File: config.mk
export PLATFORM = sky130hd
export DESIGN_NAME = dma_master_ctl
export DESIGN_NICKNAME = d
export VERILOG_FILES = /design/src/rtl/dma_mc_pkg.sv /design/src/rtl/dmc_sticky_flag.sv /design/src/rtl/dmc_master_en.sv /design/src/rtl/dmc_chan_gate.sv /design/src/rtl/dma_master_ctl.sv
export SDC_FILE = /design/constraint.sdc
export NUM_CORES = 1
export LEC_CHECK = 0
export ABC_AREA = 1
export BUFFER_PORTS_ARGS = -buffer_cell sky130_fd_sc_hd__buf_4
export CORE_MARGIN = 4
export CORE_UTILIZATION = 30
export DETAILED_ROUTE_END_ITERATION = 10
export PLACE_DENSITY = 0.67
export SLEW_MARGIN = 15
export SYNTH_ARGS = -nofsm -noshare
export SYNTH_HDL_FRONTEND = slang
export SYNTH_SLANG_ARGS = --single-unit
File: constraint.sdc
create_clock -name clk -period 0.9 [get_ports clk]
set_input_delay 0.09 -clock clk [delete_from_list [all_inputs] [get_ports clk]]
set_output_delay 0.09 -clock clk [all_outputs]
set_load 0.005 [all_outputs]
File: src/rtl/dma_mc_pkg.sv
// Package: bit positions of the master control word and the flag count.
// Assumes the word is at least three bits wide.
package dma_mc_pkg;
    localparam int BIT_EN   = 0;   // master enable
    localparam int BIT_NMI  = 1;   // interrupt flag
    localparam int BIT_AERR = 2;   // address-error flag
    localparam int FLAG_CNT = 2;   // flags occupy BIT_NMI .. BIT_NMI+FLAG_CNT-1
    localparam int USED_W   = 3;   // number of implemented bits
endpackage

File: src/rtl/dmc_sticky_flag.sv
// Sticky error flag with a read-armed clear.
// A read that sees the flag as 1 arms a marker. A later write of 0 clears
// the flag only while the marker is armed. Any clearing attempt consumes the
// marker. A set event beats a clear. Standby wipes both the flag and the marker.
module dmc_sticky_flag (
    input  logic clk,
    input  logic rst_n,
    input  logic standby,
    input  logic set_evt,
    input  logic rd_stb,
    input  logic wr_stb,
    input  logic wr_bit,
    output logic flag_q
);
    logic armed_q;
    logic clr_req;
    logic flag_d;
    logic armed_d;

    // Purpose: decode the clear request and the next flag and marker values.
    always_comb begin
        clr_req = wr_stb & ~wr_bit & armed_q;
        if (standby)
            flag_d = 1'b0;
        else if (set_evt)
            flag_d = 1'b1;
        else if (clr_req)
            flag_d = 1'b0;
        else
            flag_d = flag_q;
        armed_d = flag_d & ~clr_req & (armed_q | (rd_stb & flag_q));
    end

    // Purpose: hold the flag and its marker.
    always_ff @(posedge clk) begin
        if (!rst_n) begin
            flag_q  <= 1'b0;
            armed_q <= 1'b0;
        end else begin
            flag_q  <= flag_d;
            armed_q <= armed_d;
        end
    end
endmodule

File: src/rtl/dmc_master_en.sv
// Master enable bit with fall detection.
// Every write loads the enable from the write data.
// abort_pulse is high for the one cycle after the enable falls from 1 to 0.
module dmc_master_en (
    input  logic clk,
    input  logic rst_n,
    input  logic wr_stb,
    input  logic wr_bit,
    output logic en_q,
    output logic abort_pulse
);
    logic en_prev_q;

    // Purpose: store the enable and its previous value.
    always_ff @(posedge clk) begin
        if (!rst_n) begin
            en_q      <= 1'b0;
            en_prev_q <= 1'b0;
        end else begin
            en_prev_q <= en_q;
            if (wr_stb)
                en_q <= wr_bit;
        end
    end

    // Purpose: flag the cycle right after a falling enable.
    always_comb abort_pulse = en_prev_q & ~en_q;
endmodule

File: src/rtl/dmc_chan_gate.sv
// Per-channel permit gate.
// A channel runs only with the master enable on, no global block, its own
// enable set and its transfer-end clear. The gate is purely combinational.
module dmc_chan_gate #(
    parameter int NUM_CH = 4
) (
    input  logic              master_en,
    input  logic              global_block,
    input  logic [NUM_CH-1:0] de,
    input  logic [NUM_CH-1:0] te,
    output logic [NUM_CH-1:0] permit
);
    logic go;

    // Purpose: common term shared by every channel.
    always_comb go = master_en & ~global_block;

    for (genvar i = 0; i < NUM_CH; i++) begin : g_ch
        // Purpose: permit for channel i.
        always_comb permit[i] = go & de[i] & ~te[i];
    end
endmodule

File: src/rtl/dma_master_ctl.sv
// DMA master control/status register.
// Combines the master enable, two read-armed sticky flags and the
// per-channel gates. Assumes DATA_W >= 3 and single-cycle bus strobes.
module dma_master_ctl
    import dma_mc_pkg::*;
#(
    parameter int DATA_W = 8,
    parameter int NUM_CH = 4
) (
    input  logic              clk,
    input  logic              rst_n,
    input  logic              reg_rd,
    input  logic              reg_wr,
    input  logic [DATA_W-1:0] reg_wdata,
    output logic [DATA_W-1:0] reg_rdata,
    input  logic              addr_err_evt,
    input  logic              nmi_evt,
    input  logic              standby,
    input  logic [NUM_CH-1:0] ch_de,
    input  logic [NUM_CH-1:0] ch_te,
    output logic [NUM_CH-1:0] ch_permit,
    output logic              abort_pulse
);
    logic                en_q;
    logic [FLAG_CNT-1:0] flags_q;
    logic [FLAG_CNT-1:0] evt_vec;
    logic                unused_wdata;

    // Purpose: map the events onto flag slots (slot 0 = bit 1, slot 1 = bit 2).
    always_comb begin
        evt_vec[BIT_NMI-1]  = nmi_evt;
        evt_vec[BIT_AERR-1] = addr_err_evt;
    end

    // Purpose: upper write bits have no storage.
    always_comb unused_wdata = &{1'b0, reg_wdata};

    dmc_master_en u_en (
        .clk         (clk),
        .rst_n       (rst_n),
        .wr_stb      (reg_wr),
        .wr_bit      (reg_wdata[BIT_EN]),
        .en_q        (en_q),
        .abort_pulse (abort_pulse)
    );

    for (genvar f = 0; f < FLAG_CNT; f++) begin : g_flag
        dmc_sticky_flag u_flag (
            .clk     (clk),
            .rst_n   (rst_n),
            .standby (standby),
            .set_evt (evt_vec[f]),
            .rd_stb  (reg_rd),
            .wr_stb  (reg_wr),
            .wr_bit  (reg_wdata[BIT_NMI+f]),
            .flag_q  (flags_q[f])
        );
    end

    dmc_chan_gate #(.NUM_CH(NUM_CH)) u_gate (
        .master_en    (en_q),
        .global_block (|flags_q),
        .de           (ch_de),
        .te           (ch_te),
        .permit       (ch_permit)
    );

    // Purpose: assemble the readback word, unused bits zero.
    always_comb begin
        reg_rdata = '0;
        reg_rdata[BIT_EN] = en_q;
        reg_rdata[BIT_NMI +: FLAG_CNT] = flags_q;
    end
endmodule

---- Word level (Yosys, flattened, before mapping) ----
Cells that the tools add are included.
word-level totals
  flip-flop bits (word level) ............. 6
  input port bits ......................... 23
  logic and storage cells ................. 45
operators by class
  muxes and demuxes ....................... 6
  bitwise gates (word level) .............. 32
  reductions and logical operators ........ 1
operators by type and width
  kind                count
  AND 1 bit           20
  inverter 1 bit      10
  two-way mux 1 bit   6
  OR 1 bit            2
  OR reduction 2 bit  1

---- Logic depth before layout (Yosys ltp) ----
Gate-level depths: netlist of the first run.
  depth after elaboration ................. 8
  depth in mapped cells ................... 6
  mapped depth without buffers ............ 6

---- By module ----
From an unflattened synthesis of the first run, not the netlist that was laid out.
second synthesis, totals
  cell total of the unflattened synthesis .. 67
  area, all modules ....................... 404.1 um^2
modules (own cells, without submodules)
  module           times used  cells each  area each (um^2)  seq. area each (um^2)
  dmc_sticky_flag  2           16          107.6             40.0
  dmc_master_en    1           11          73.8              40.0
  dma_master_ctl   1           10          60.1              0.0
  dmc_chan_gate    1           14          55.1              0.0

---- Worst setup path after synthesis of the first run ----
OpenSTA, ideal clock, no wires.
  path kind ............................... register to output
  start point ............................. register g_flag[0].u_flag.flag_q
  end point ............................... output ch_permit[0]
  arrival ................................. 0.699 ns
  required time ........................... 0.810 ns
  path slack .............................. 0.111 ns
  stages on the path, launching flop included .. 4
  cell sequence ........................... dfxtp_1 nor2_1 nand2_2 nor3b_2
between the ends
  cells in the longest elaborated chain, start to end .. 5
RTL lines
  what                      RTL line               source
  start: declaration        dmc_sticky_flag.sv:13  output logic flag_q
  start signal: assignment  dmc_sticky_flag.sv:40  flag_q <= flag_d;
  OR reduction 2 bit        dma_master_ctl.sv:62   .global_block (|flags_q),
  inverter 1 bit            dmc_chan_gate.sv:16    always_comb go = master_en & ~global_block;
  AND 1 bit                 dmc_chan_gate.sv:16
  AND 1 bit (2 in a row)    dmc_chan_gate.sv:20    always_comb permit[i] = go & de[i] & ~te[i];
  end: declaration          dma_master_ctl.sv:21   output logic [NUM_CH-1:0] ch_permit,
No other way between the ends.

---- Worst setup path after layout of the first run ----
Ends and elaborated chain as after synthesis.

==> results.sh, run 1 <==
export IMPL_p_int_w=0.000539
export IMPL_netlist_area_um2=402
export IMPL_area_growth_pct=63.6
export IMPL_fin_crit_ps=1150
export IMPL_drt_iter0_markers=4
export IMPL_dpl_hpwl_um=785
export IMPL_fin_total_pwr_w=0.000705
export IMPL_yosys_warnings=0
export IMPL_cts_tree="done"
export IMPL_critPathCaptureType="output port"
export IMPL_nets=108
export IMPL_grt_usage_pct=9.23
export IMPL_worst_slack_ps=-254
export IMPL_seqPwrFrac_pct=40.5
export IMPL_fp_dieArea_um2=1990
export IMPL_avgViaCountPerCell=4.06
export IMPL_core_um2=1190
export IMPL_ir_worst_vdd_v=0.000480
export IMPL_clock_sinks=6
export IMPL_cap_viol_max_count=0
export IMPL_drive_gt1_share_pct=56.6
export IMPL_avgSynthCellArea_um2=7.44
export IMPL_cts_root_buf="clkbuf_4"
export IMPL_p_leak_nw=0.361
export IMPL_cp_startpoint="g_flag[0].u_flag.flag_q"
export IMPL_worst_setup_path_start_kind="flip-flop"
export IMPL_pwr_share_clk_pct=34.1
export IMPL_clk_pin_slew_ps=40
export IMPL_yosysUniqueCellTypes=13
export IMPL_violations="negative setup slack"
export IMPL_fin_crit_sh_pct=128
export IMPL_rsz0062_at_grt="yes"
export IMPL_grt_max_degree=5
export IMPL_initial_core_util_pct=33.9
export IMPL_cts_buffers=3
export IMPL_reg2reg_slack_ps=30
export IMPL_synth_cells=54
export IMPL_power_density_nw_per_um2=1070
export IMPL_rr_endpoint="g_flag[0].u_flag.armed_q"
export IMPL_whs_path_depth=2
export IMPL_grt_pass1_vias=340
export IMPL_pwr_share_comb_pct=25.4
export IMPL_hold_buffers=0
export IMPL_clk_latency_ps=240
export IMPL_hold_start="reg_wr"
export IMPL_hold_viol=0
export IMPL_skew_ps=0.803
export IMPL_antenna_found_initial=0
export IMPL_antenna_left=0
export IMPL_numPortBuffers=25
export IMPL_final_area_um2=657
export IMPL_reg2reg_depth=6
export IMPL_wl_per_cell_um=9.52
export IMPL_crit_fanout=4
export IMPL_overflow=0
export IMPL_vias=394
export IMPL_dpl_worst_slack_ps=-39.7
export IMPL_critPathCapture="ch_permit[0]"
export IMPL_h_tree_depth=1
export IMPL_place_area_um2=584
export IMPL_path_class="reg2out"
export IMPL_drtPass1Iterations=2
export IMPL_num_fill_cells=114
export IMPL_io_pins=36
export IMPL_num_rows=12
export IMPL_drc=0
export IMPL_cts_buffer_depth=2
export IMPL_routed_wl_um=923
export IMPL_ys_ff_latch=6
export IMPL_grt_pass1_wl_mm=1.26
export IMPL_ys_seq_area_share_pct=29.9
export IMPL_p_sw_share_pct=23.6
export IMPL_die_height_um=44.6
export IMPL_final_cells=97
export IMPL_die_w_um=44.6
export IMPL_routabilityCongestion=0.727
export IMPL_max_freq_mhz=866
export IMPL_arrival_ps=1060
export IMPL_dp_cells=92
export IMPL_status="finished with violations"
export IMPL_num_antenna_cells=0
export IMPL_tns_ps=-1120
export IMPL_maxSlewViolCount=0
export IMPL_r2r_start="g_flag[0].u_flag.flag_q"
export IMPL_hp_class="in2reg"
export IMPL_setup_violations_final=6
export IMPL_p_sw_w=0.000166
export IMPL_required_ps=810
kinds of logic after synthesis:
group / after synthesis / share of synthesized area [%]
AND/OR/NAND/NOR: 25 / 40.5
other: 1 / 0.934
AO/OA/AOI/OAI: 2 / 2.49
buffers and inverters: 20 / 26.2
flip-flops: 6 / 29.9
worst max-delay path, stage by stage (launching register included):
cell,delay [ps]
dfxtp_2,320
nor2_2,100
nand2_2,100
nor3b_2,170
buf_4,130
cell usage in the layout, fill, tap and decap left out, drive strengths merged:
master,n
clkbuf,3
nand3,4
inv,12
nor3b,4
nor2,5
buf,30
dfxtp,6
o21ai,1
conb,5
nand2,12
a21oi,1
per-layer routing:
| layer | track usage, % | vias up | routed length, um |
|---|---|---|---|
| met1 | 7.19 | 161 | 262 |
| li1 | - | 206 | - |
| met3 | 4.47 | 3 | 153 |
| met5 | 0 | - | 0 |
| met4 | 9.04 | 0 | 19 |
| met2 | 16.0 | 24 | 487 |
power groups by stage:
stage	Combinational, W	Clock [W]	Sequential [W]
CTS	0.000166	0.000246	0.000286
detailed placement	0.000158	0	0.000287
floorplan	0.0000782	0	0.000289
finish	0.000179	0.000240	0.000286
global placement	0.000155	0	0.000287
global route	0.000197	0.000250	0.000287
cell type report:
cell class | count | area [um^2] | area share, %
Tap cell | 14 | 17.5 | 2.67
Timing Repair Buffer | 30 | 244 | 37.1
Clock buffer | 3 | 22.5 | 3.43
Inverter | 12 | 45.0 | 6.86
Multi-Input combinational cell | 32 | 204 | 31.0
Sequential cell | 6 | 124 | 18.9
metrics by stage:
step	hold WS, ps	util (%)
after floorplan	183	-
after global placement	293	49.3
after detailed placement	305	49.3
after CTS	57.7	53.0
after global routing	73.7	55.4
final	62.0	55.4
Yosys cell counts:
cell type	number	share of area (%)
a21oi_1	1	1.2
buf_4	8	15
conb_1	1	0.93
dfxtp_1	6	30
inv_1	12	11
nand2_1	11	10
nand2_2	1	1.6
nand3_1	2	2.5
nand3_2	2	5.0
nor2_1	4	3.7
nor2_8	1	5.0
nor3b_2	4	12
o21ai_0	1	1.2
timing repair:
action | 4_1_cts | 5_1_grt
pin swaps | 6 | 5
resized for setup | 6 | 8
setup endpoints to repair | 7 | 9
hold endpoints to repair | 0 | 0
buffers inserted | 1 | 2
state kept, by name, indices dropped and copies added (netlist names):
register,cells
g_flag.u_flag.armed_q,2
g_flag.u_flag.flag_q,2
u_en.en_prev_q,1
u_en.en_q,1
worst min-delay path by stage:
stage                                end  slack (ps)
after floorplan                u_en.en_q         180
after global placement    u_en.en_prev_q         290
after detailed placement  u_en.en_prev_q         310
after CTS                      u_en.en_q          60
after global routing           u_en.en_q          70
final                          u_en.en_q          60
(Power assumes the default switching activity.)
==> run 2: changes to the inputs <==
--- a/config.mk
+++ b/config.mk
@@ -10,8 +10,9 @@
 export CORE_MARGIN = 4
 export CORE_UTILIZATION = 30
 export DETAILED_ROUTE_END_ITERATION = 10
-export PLACE_DENSITY = 0.67
+export PLACE_DENSITY = 0.66
 export SLEW_MARGIN = 15
 export SYNTH_ARGS = -nofsm -noshare
 export SYNTH_HDL_FRONTEND = slang
+export SYNTH_HIERARCHICAL = 1
 export SYNTH_SLANG_ARGS = --single-unit
==> results.sh, run 2 <==
export IMPL_routabilityCongestion=0.641
export IMPL_critPathCaptureType="output port"
export IMPL_clk_latency_ps=240
export IMPL_pwr_share_clk_pct=33.6
export IMPL_cts_buffers=3
export IMPL_cts_tree="done"
export IMPL_synth_top_cell_by_area="dfxtp_1"
export IMPL_hold_viol=0
export IMPL_synth_area_leaders="dfxtp_1, inv_1, nand2_1"
export IMPL_p_leak_nw=0.405
export IMPL_drtPass1Iterations=4
export IMPL_crit_fanout=4
export IMPL_synth_commonest_cells="inv_1, nand2_1, nor2_1"
export IMPL_clock_sinks=6
export IMPL_worst_setup_path_start_kind="flip-flop"
export IMPL_core_um2=1190
export IMPL_avgViaCountPerCell=3.94
export IMPL_dp_cells=106
export IMPL_synthFlopType="dfxtp_1"
export IMPL_ys_seq_area_share_pct=29.7
export IMPL_num_antenna_cells=0
export IMPL_ir_worst_vdd_v=0.000744
export IMPL_drc=0
export IMPL_io_pins=36
export IMPL_final_cells=112
export IMPL_hp_class="in2reg"
export IMPL_dpl_hpwl_um=757
export IMPL_rsz0062_at_grt="yes"
export IMPL_p_int_w=0.000534
export IMPL_die_height_um=44.7
export IMPL_final_common_cell="buf_4"
export IMPL_overflow=0
export IMPL_synth_top_area_share_pct=29.7
export IMPL_drt_iter0_markers=6
export IMPL_numPortBuffers=25
export IMPL_area_growth_pct=70.0
export IMPL_cts_root_buf="clkbuf_4"
export IMPL_p_sw_share_pct=24.7
export IMPL_cap_viol_max_count=0
export IMPL_seqPwrFrac_pct=40.2
export IMPL_setup_violations_final=7
export IMPL_yosysUniqueCellTypes=10
export IMPL_maxSlewViolCount=0
export IMPL_fin_crit_ps=1050
export IMPL_antenna_left=0
export IMPL_fin_crit_sh_pct=117
export IMPL_grt_pass1_vias=320
export IMPL_synth_cells=67
export IMPL_reg2reg_slack_ps=40
export IMPL_clk_pin_slew_ps=40
export IMPL_p_sw_w=0.000175
export IMPL_synth_edf_count=0
export IMPL_place_area_um2=594
export IMPL_reg_largest_list="g_flag.u_flag/armed_q (2), g_flag.u_flag/flag_q (2)"
export IMPL_power_density_nw_per_um2=1030
export IMPL_worst_slack_ps=-150
export IMPL_die_w_um=44.7
export IMPL_yosysMostFrequentCell="inv_1"
export IMPL_grt_usage_pct=8.85
export IMPL_grt_max_degree=6
export IMPL_skew_ps=1.86
export IMPL_arrival_ps=960
export IMPL_cts_buffer_depth=2
export IMPL_h_tree_depth=1
export IMPL_path_class="reg2out"
export IMPL_hold_buffers=0
export IMPL_vias=441
export IMPL_final_area_um2=687
export IMPL_initial_core_util_pct=34.1
export IMPL_violations="negative setup slack"
export IMPL_netlist_area_um2=404
export IMPL_max_freq_mhz=952
export IMPL_num_rows=12
export IMPL_layout_common_cells="buf_4, inv_1, nand2_1, conb_1"
export IMPL_routed_wl_um=937
export IMPL_required_ps=810
export IMPL_wl_per_cell_um=8.37
export IMPL_grt_pass1_wl_mm=1.21
export IMPL_status="finished with violations"
export IMPL_async_flop_share_pct=0
export IMPL_antenna_found_initial=0
export IMPL_fp_dieArea_um2=2000
export IMPL_yosys_warnings=6
export IMPL_ys_ff_latch=6
export IMPL_pwr_share_comb_pct=26.2
export IMPL_drive_gt1_share_pct=52.0
export IMPL_avgSynthCellArea_um2=6.03
export IMPL_nets=123
run 2: cell count changes after synthesis, sizes merged:
| cell | delta |
|---|---|
| o21ai | -1 |
| buf | -2 |
| inv | +8 |
| a21oi | -1 |
| nor3b | -4 |
| nand2 | +7 |
| nor2 | +6 |
run 2: kinds of logic after synthesis:
| group | after synthesis | share of synthesized area [%] |
|---|---|---|
| buffers and inverters | 26 | 29.7 |
| flip-flops | 6 | 29.7 |
| other | 1 | 0.928 |
| AND/OR/NAND/NOR | 34 | 39.6 |
run 2: worst paths after layout:
check	startpoint	to	depth (start not counted)
worst min-delay path	rst_n	u_en/en_prev_q	3
worst max-delay path	g_flag[0].u_flag/flag_q	ch_permit[0]	6
worst min register to register	g_flag[1].u_flag/armed_q	g_flag[1].u_flag/armed_q	4
worst max register to register	g_flag[1].u_flag/flag_q	g_flag[1].u_flag/flag_q	6
run 2: layer usage:
layer	vias to the layer above	global-route usage (%)	wire [um]
met5	-	0	0
met4	0	9.04	0
met3	0	3.19	156
met2	27	12.9	433
met1	175	9.55	348
li1	239	-	-
run 2: repair_timing:
action / CTS / global route
hold endpoints to repair: 0 / 0
gates resized for setup: 3 / 16
pin swaps: 3 / 2
buffers inserted: 1 / 3
endpoints found under the setup margin: 7 / 7
run 2: per-stage QoR:
stage          setup TNS [ps]  total power (W)  worst slack [ps]  utilization, %  hold WS [ps]
6_report                 -824         0.000710              -150            57.9          64.1
5_1_grt                 -1370         0.000769              -228            57.9          77.5
4_1_cts                  -732         0.000697              -186            52.3          56.4
3_5_place_dp                0         0.000445              58.1            50.1           311
3_3_place_gp                0         0.000442              93.3            50.1           308
2_1_floorplan               0         0.000367               168               -           188
run 2: final cells by class:
cell class                      instances  area, um^2
Sequential cell                         6         126
Inverter                               20        75.1
Multi-Input combinational cell         39         209
Tap cell                               14        17.5
Clock buffer                            3        22.5
Timing Repair Buffer                   30         236
Fill cell                             137         499
run 2: power by group through the flow:
stage	logic, W	registers (W)	clock network, W
after floorplan	0.0000764	0.000290	0
after CTS	0.000156	0.000287	0.000255
after global placement	0.000153	0.000289	0
final	0.000186	0.000286	0.000238
after detailed placement	0.000155	0.000290	0
after global routing	0.000208	0.000286	0.000276
run 2: critical path: stages, from the launching register on:
cell	delay [ps]
dfxtp_2	310
inv_1	50
nand2_2	40
inv_2	60
nand2_4	70
nor2_2	80
buf_4	110
==> run 3: changes to the inputs <==
--- a/config.mk
+++ b/config.mk
@@ -11,6 +11,7 @@
 export CORE_UTILIZATION = 30
 export DETAILED_ROUTE_END_ITERATION = 10
 export PLACE_DENSITY = 0.66
+export SETUP_SLACK_MARGIN = 0.5
 export SLEW_MARGIN = 15
 export SYNTH_ARGS = -nofsm -noshare
 export SYNTH_HDL_FRONTEND = slang
==> results.sh, run 3 (synthesis results as in run 2) <==
export IMPL_grt_pass1_vias=380
export IMPL_cts_buffer_depth=2
export IMPL_area_growth_pct=65.9
export IMPL_clk_latency_ps=240
export IMPL_final_cells=111
export IMPL_antenna_left=0
export IMPL_final_common_cell="buf_4"
export IMPL_p_sw_w=0.000175
export IMPL_critPathCapture="ch_permit[2]"
export IMPL_num_antenna_cells=0
export IMPL_drc=0
export IMPL_drt_iter0_markers=3
export IMPL_antenna_found_initial=0
export IMPL_rr_endpoint="g_flag[0].u_flag/armed_q"
export IMPL_crit_fanout=4
export IMPL_seqPwrFrac_pct=40.5
export IMPL_power_density_nw_per_um2=1050
export IMPL_nets=122
export IMPL_cts_root_buf="clkbuf_4"
export IMPL_hold_start="rst_n"
export IMPL_dpl_hpwl_um=707
export IMPL_critPathCaptureType="output port"
export IMPL_hold_buffers=0
export IMPL_fp_dieArea_um2=2000
export IMPL_drive_gt1_share_pct=53.6
export IMPL_die_w_um=44.7
export IMPL_initial_core_util_pct=34.1
export IMPL_setup_violations_final=6
export IMPL_max_freq_mhz=941
export IMPL_p_int_w=0.000530
export IMPL_cts_buffers=3
export IMPL_required_ps=810
export IMPL_worst_slack_ps=-162
export IMPL_cap_viol_max_count=0
export IMPL_core_um2=1190
export IMPL_drtPass1Iterations=4
export IMPL_violations="negative setup slack"
export IMPL_arrival_ps=970
export IMPL_io_pins=36
export IMPL_fin_crit_sh_pct=118
export IMPL_grt_max_degree=5
export IMPL_hp_class="in2reg"
export IMPL_reg_largest_list="g_flag.u_flag/armed_q (2), g_flag.u_flag/flag_q (2)"
export IMPL_p_sw_share_pct=24.9
export IMPL_reg2reg_slack_ps=30
export IMPL_status="finished with violations"
export IMPL_fin_total_pwr_w=0.000705
export IMPL_die_height_um=44.7
export IMPL_clock_sinks=6
export IMPL_pwr_share_clk_pct=34.3
export IMPL_clk_pin_slew_ps=40
export IMPL_worst_setup_path_start_kind="flip-flop"
export IMPL_dp_cells=104
export IMPL_hold_viol=0
export IMPL_vias=445
export IMPL_h_tree_depth=1
export IMPL_routed_wl_um=919
export IMPL_maxSlewViolCount=0
export IMPL_grt_pass1_wl_mm=1.35
export IMPL_cts_tree="done"
export IMPL_path_class="reg2out"
export IMPL_num_rows=12
export IMPL_numPortBuffers=25
export IMPL_p_leak_nw=0.398
export IMPL_avgViaCountPerCell=4.01
export IMPL_grt_usage_pct=9.26
export IMPL_r2r_start="g_flag[0].u_flag/flag_q"
export IMPL_skew_ps=0.452
export IMPL_wl_per_cell_um=8.28
export IMPL_routabilityCongestion=0.696
export IMPL_reg2reg_depth=6
export IMPL_ir_worst_vdd_v=0.000515
export IMPL_rsz0062_at_grt="yes"
export IMPL_cp_startpoint="g_flag[1].u_flag/flag_q"
export IMPL_fin_crit_ps=1060
export IMPL_layout_common_cells="buf_4, inv_1, nand2_1, conb_1, nor2_1"
export IMPL_overflow=0
export IMPL_pwr_share_comb_pct=25.2
-- run 3: per-layer routing --
metal	track usage, %	part of all wire (%)	vias to the layer above
met5	0	0	-
met4	7.23	0.87	0
met3	4.78	19	2
met2	16.3	44	25
met1	7.64	35	183
li1	-	-	235
-- run 3: cell type report --
cell class,count,area [um^2]
Timing Repair Buffer,29,225
Tap cell,14,17.5
Fill cell,123,515
Inverter,20,75.1
Multi-Input combinational cell,39,201
Sequential cell,6,129
Clock buffer,3,22.5
-- run 3: power by group through the flow --
stage          Combinational (W)  Clock [W]  Sequential, W
5_1_grt                 0.000197   0.000283       0.000286
3_3_place_gp            0.000149          0       0.000293
4_1_cts                 0.000168   0.000256       0.000285
6_report                0.000178   0.000242       0.000286
3_5_place_dp            0.000152          0       0.000293
2_1_floorplan          0.0000808          0       0.000292
-- run 3: worst max-delay path, cell delays in order (launching register included) --
cell,delay (ps)
dfxtp_2,320
inv_2,50
nand2_2,50
inv_2,60
nand2_4,70
nor2_2,70
buf_4,110
-- run 3: stage by stage --
step	instance area (um^2)	worst slack [ps]	TNS, ps	hold WS (ps)	util (%)
CTS	648	-216	-865	56.5	54.6
floorplan	435	187	0	188	-
finish	671	-162	-746	63.0	56.5
global route	671	-221	-1050	64.8	56.5
global placement	596	58.1	0	306	50.2
detailed placement	596	44.8	0	309	50.2
-- run 3: what timing repair did --
item	in CTS	in global routing
setup buffers	3	1
gates resized for setup	5	5
setup endpoints to repair	14	14
pin swaps	7	9
-- run 3: worst min path at each step --
stage / endpoint / slack (ps) / cells after the start
2_1_floorplan: u_en/en_prev_q / 190 / 2
3_3_place_gp: u_en/en_prev_q / 310 / 3
3_5_place_dp: u_en/en_prev_q / 310 / 3
4_1_cts: u_en/en_prev_q / 60 / 3
5_1_grt: u_en/en_prev_q / 60 / 3
6_report: u_en/en_prev_q / 60 / 3
